`src/rtl/req_ack_timer.sv`:
```
module req_ack_timer #(
  parameter int TYPE_W = 2,
  parameter int CFG_W  = 3,
  parameter int MIN_MS = 1,
  parameter int MAX_MS = 3
) (
  input  logic              clk,
  input  logic              rst_n,
  input  logic              req_valid,
  input  logic [TYPE_W-1:0] req_type,
  output logic              req_ready,
  output logic              tx_strobe,
  output logic [TYPE_W-1:0] tx_type,
  input  logic              ack_in,
  input  logic [CFG_W-1:0]  tmo_cfg,
  input  logic              ms_tick,
  output logic              pending,
  output logic              timeout,
  output logic [TYPE_W-1:0] tmo_type,
  output logic              tmo_type_vld,
  output logic              unexp_ack
);
  localparam int CNT_W = $clog2(MAX_MS + 1);

  logic [CNT_W-1:0]  cnt, cnt_inc, lim_q, lim_c;
  logic [TYPE_W-1:0] cur_type;

  assign req_ready = !pending;
  assign tx_strobe = req_valid && !pending;
  assign tx_type   = req_type;
  assign cnt_inc   = cnt + CNT_W'(1);

  always_comb begin
    if (int'(tmo_cfg) < MIN_MS)      lim_c = CNT_W'(MIN_MS);
    else if (int'(tmo_cfg) > MAX_MS) lim_c = CNT_W'(MAX_MS);
    else                             lim_c = CNT_W'(tmo_cfg);
  end

  always_ff @(posedge clk) begin
    if (!rst_n) begin
      pending      <= 1'b0;
      cnt          <= '0;
      lim_q        <= '0;
      cur_type     <= '0;
      timeout      <= 1'b0;
      tmo_type     <= '0;
      tmo_type_vld <= 1'b0;
      unexp_ack    <= 1'b0;
    end else begin
      timeout <= 1'b0;
      if (tx_strobe) begin
        pending      <= 1'b1;
        cnt          <= '0;
        lim_q        <= lim_c;
        cur_type     <= req_type;
        tmo_type_vld <= 1'b0;
      end else if (pending) begin
        if (ack_in) begin
          pending <= 1'b0;
        end else if (ms_tick) begin
          if (cnt_inc == lim_q) begin
            pending      <= 1'b0;
            timeout      <= 1'b1;
            tmo_type     <= cur_type;
            tmo_type_vld <= 1'b1;
          end else begin
            cnt <= cnt_inc;
          end
        end
      end
      if (ack_in && !pending) unexp_ack <= 1'b1;
    end
  end
endmodule

```
`config.mk`:
```
export PLATFORM = sky130hd
export DESIGN_NAME = req_ack_timer
export DESIGN_NICKNAME = d
export VERILOG_FILES = /design/src/rtl/req_ack_timer.sv
export SDC_FILE = /design/constraint.sdc
export NUM_CORES = 1
export LEC_CHECK = 0
export BUFFER_PORTS_ARGS = -buffer_cell sky130_fd_sc_hd__buf_2
export CAP_MARGIN = 20
export CORE_AREA = 2 2 39 41
export DETAILED_ROUTE_END_ITERATION = 8
export DIE_AREA = 0 0 41 43
export HOLD_SLACK_MARGIN = 0.06
export PLACE_DENSITY = 0.65
export SYNTH_ARGS = -nofsm -noshare
export SYNTH_HDL_FRONTEND = slang
export SYNTH_SLANG_ARGS = --single-unit
```
`constraint.sdc`:
```
create_clock -name clk -period 1.85 [get_ports clk]
set_input_delay 0.37 -clock clk [delete_from_list [all_inputs] [get_ports clk]]
set_output_delay 0.37 -clock clk [all_outputs]
set_load 0.05 [all_outputs]
```
==> impl_metrics.env <==
export IMPL_drtIter0Drc=2
export IMPL_antenna_left=0
export IMPL_relSlewSlack_pct=80.6
export IMPL_fp_coreArea_mm2=0.00138
export IMPL_wl_per_cell_um=10.7
export IMPL_diodes=0
export IMPL_first_global_vias=424
export IMPL_p_leak_nw=0.280
export IMPL_cts_resized=0
export IMPL_ir_worst_vdd_mv=0.401
export IMPL_final_hold_violation_count=0
export IMPL_required_ps=1480
export IMPL_final_cells=91
export IMPL_cts_tree="yes"
export IMPL_tightestPinTransition_ps=284
export IMPL_fmax_ghz=0.596
export IMPL_start_util_pct=36.6
export IMPL_fin_nets=87
export IMPL_synth_avg_cell_area_um2=9.05
export IMPL_clkTransAtPathRegs_ps=70
export IMPL_drive_gt1_share_pct=34.7
export IMPL_power_frac_comb_pct=17.8
export IMPL_yosysWarnings=0
export IMPL_max_cap_viol_count=0
export IMPL_synth_flop_cell="dfxtp_1"
export IMPL_ys_ff_latch=12
export IMPL_clock_skew_ps=2.04
export IMPL_yosysSeqAreaShare_pct=47.4
export IMPL_cts_buffers=3
export IMPL_power_density_mw_per_mm2=844
export IMPL_worst_hold_slack_ps=300
export IMPL_status="finished clean"
export IMPL_crit_type="flop to output port"
export IMPL_p_switching_uw=157
export IMPL_synth_area_um2=507
export IMPL_root_buffer="clkbuf_4"
export IMPL_cp_max_fo=7
export IMPL_grt_max_degree=12
export IMPL_antenna_found_initial=0
export IMPL_fin_crit_sh_pct=90.7
export IMPL_netlist_top_cells_area="dfxtp_1 47%, nand2_1 8.1%, mux2i_1 5.9%, xnor2_2 3.2%, o21ai_0 3.0%"
export IMPL_row_count=14
export IMPL_yosys_area_top_type="dfxtp_1"
export IMPL_grt_remaining_overflow=0
export IMPL_synth_top_area_share_pct=47.4
export IMPL_dp_cells=88
export IMPL_period_needed_ps=1680
export IMPL_place_congestion=0.709
export IMPL_critPathLaunchType="flop"
export IMPL_ys_async_sr_fraction_pct=0
export IMPL_syn_to_final_growth_pct=24.4
export IMPL_firstDrtPassIters=4
export IMPL_numClockSinks=12
export IMPL_syn_num_nets=66
export IMPL_setup_tns_ps=0
export IMPL_finalMaxSlewViolations=0
export IMPL_viasPerCell=4.80
export IMPL_num_vias=437
export IMPL_cts_setup_buffers=0
export IMPL_cp_arrival_ps=1310
export IMPL_switching_share_pct=29.5
export IMPL_p_clk_share_pct=30.0
export IMPL_grt_pass1_wl_mm=1.59
export IMPL_syn_inst=56
export IMPL_hold_path_class="input pin to flop"
export IMPL_seq_power_share_pct=52.2
export IMPL_route_detailed_drc=0
export IMPL_setup_viol=0
export IMPL_rsz0062_at_grt="false"
export IMPL_grt_usage_pct=14.2
export IMPL_dpl_hpwl_um=739
export IMPL_die_y_um=43
export IMPL_clock_latency_ps=270
export IMPL_ios=20
export IMPL_die_area_mm2=0.00176
export IMPL_cts_hold_buffers=0
export IMPL_clockBufferDepth=2
export IMPL_power_internal_uw=375
export IMPL_nFillCells=135
export IMPL_drt_total_wl_um=971
export IMPL_die_w_um=41
export IMPL_htree_levels=1
export IMPL_end_kind="output port"
export IMPL_placement_io_buffers=19
export IMPL_synth_edf_count=0
export IMPL_synth_cell_types=22
-- placed cells by master (no fill, tap or decap) --
cell,n
nor2_1,3
a21boi_0,2
dfxtp_2,1
nor3b_1,1
nand2_1,11
clkbuf_4,3
a21oi_1,2
o21ba_2,1
or3_1,1
nand2b_1,2
dfxtp_1,11
clkinvlp_4,1
o21ai_0,3
inv_1,1
nor4b_1,1
xnor2_2,1
nor3_1,1
o2111ai_1,1
nor2b_1,2
and2b_1,2
buf_2,19
xor2_1,1
a31oi_1,1
mux2i_1,3
-- logic make-up (layout without fill, tap and decap cells) --
family	count (synthesis)	after routing	synth area share [%]
and+or+nand+nor	24	24	23.7
DFF	12	12	47.4
AOI/OAI and AO/OA	10	10	12.8
buffers and inverters	5	24	5.18
muxes	3	3	5.93
xor gates and xnor gates	2	2	4.94
-- cells in the mapped netlist (all sizes together), types with 2 or more instances --
library cell,number
nor2,3
inv,2
nor2b,2
nand2,11
a21boi,2
dfxtp,12
nand2b,2
mux2i,3
o21ai,3
a21oi,2
and2b,2
buf,2
-- power groups by stage --
stage	sequential, mW	clock [mW]	combinational (mW)
5_1_grt	0.280	0.173	0.103
3_5_place_dp	0.284	0	0.0954
4_1_cts	0.278	0.166	0.0955
6_report	0.278	0.160	0.0947
2_1_floorplan	0.297	0	0.0579
3_3_place_gp	0.284	0	0.0944
-- worst paths after layout --
| path | endpoint | slack [ps] | start | depth (start not counted) |
|---|---|---|---|---|
| setup / recovery | tx_strobe | 170 | pending | 4 |
| hold / removal | pending | 300 | ms_tick | 2 |
| setup reg to reg | tmo_type[0] | 450 | lim_q[1] | 4 |
| hold reg to reg | tmo_type[1] | 460 | tmo_type[1] | 2 |
-- per-layer routing --
layer | vias up | part of all wire [%] | global-route usage (%)
met3 | 5 | 3.4 | 4.71
met5 | - | 0 | 0
met4 | 0 | 5.3 | 14.0
met2 | 10 | 44 | 17.8
li1 | 224 | - | -
met1 | 198 | 47 | 17.6
-- critical path: stages (launching register included) --
cell and delay, ps:
dfxtp_2 340, clkinvlp_4 70, nand2_1 150, inv_1 190
buf_2 290
-- cell type report --
cell class / instances / area [µm²] / area share [%]
flip-flops and latches: 12 / 241 / 38.3
multi-input cells: 39 / 240 / 38.1
repair buffers: 19 / 95.1 / 15.1
clock buffers: 3 / 22.5 / 3.57
well taps: 16 / 20.0 / 3.17
inverters: 2 / 11.3 / 1.79
-- flip-flops by register name (all words and copies together) (netlist names) --
signal        count
timeout           1
tmo_type_vld      1
tmo_type          2
cnt               2
lim_q             2
pending           1
unexp_ack         1
cur_type          2
-- per-stage QoR --
stage	util, %	power [mW]	setup slack [ps]	area, µm²
6_report	45.6	0.532	171	631
5_1_grt	45.6	0.556	58.9	631
4_1_cts	45.6	0.540	144	631
3_5_place_dp	43.9	0.379	403	608
3_3_place_gp	43.9	0.378	436	608
2_1_floorplan	-	0.355	71.0	512
Power figures use the tool's default switching activity.
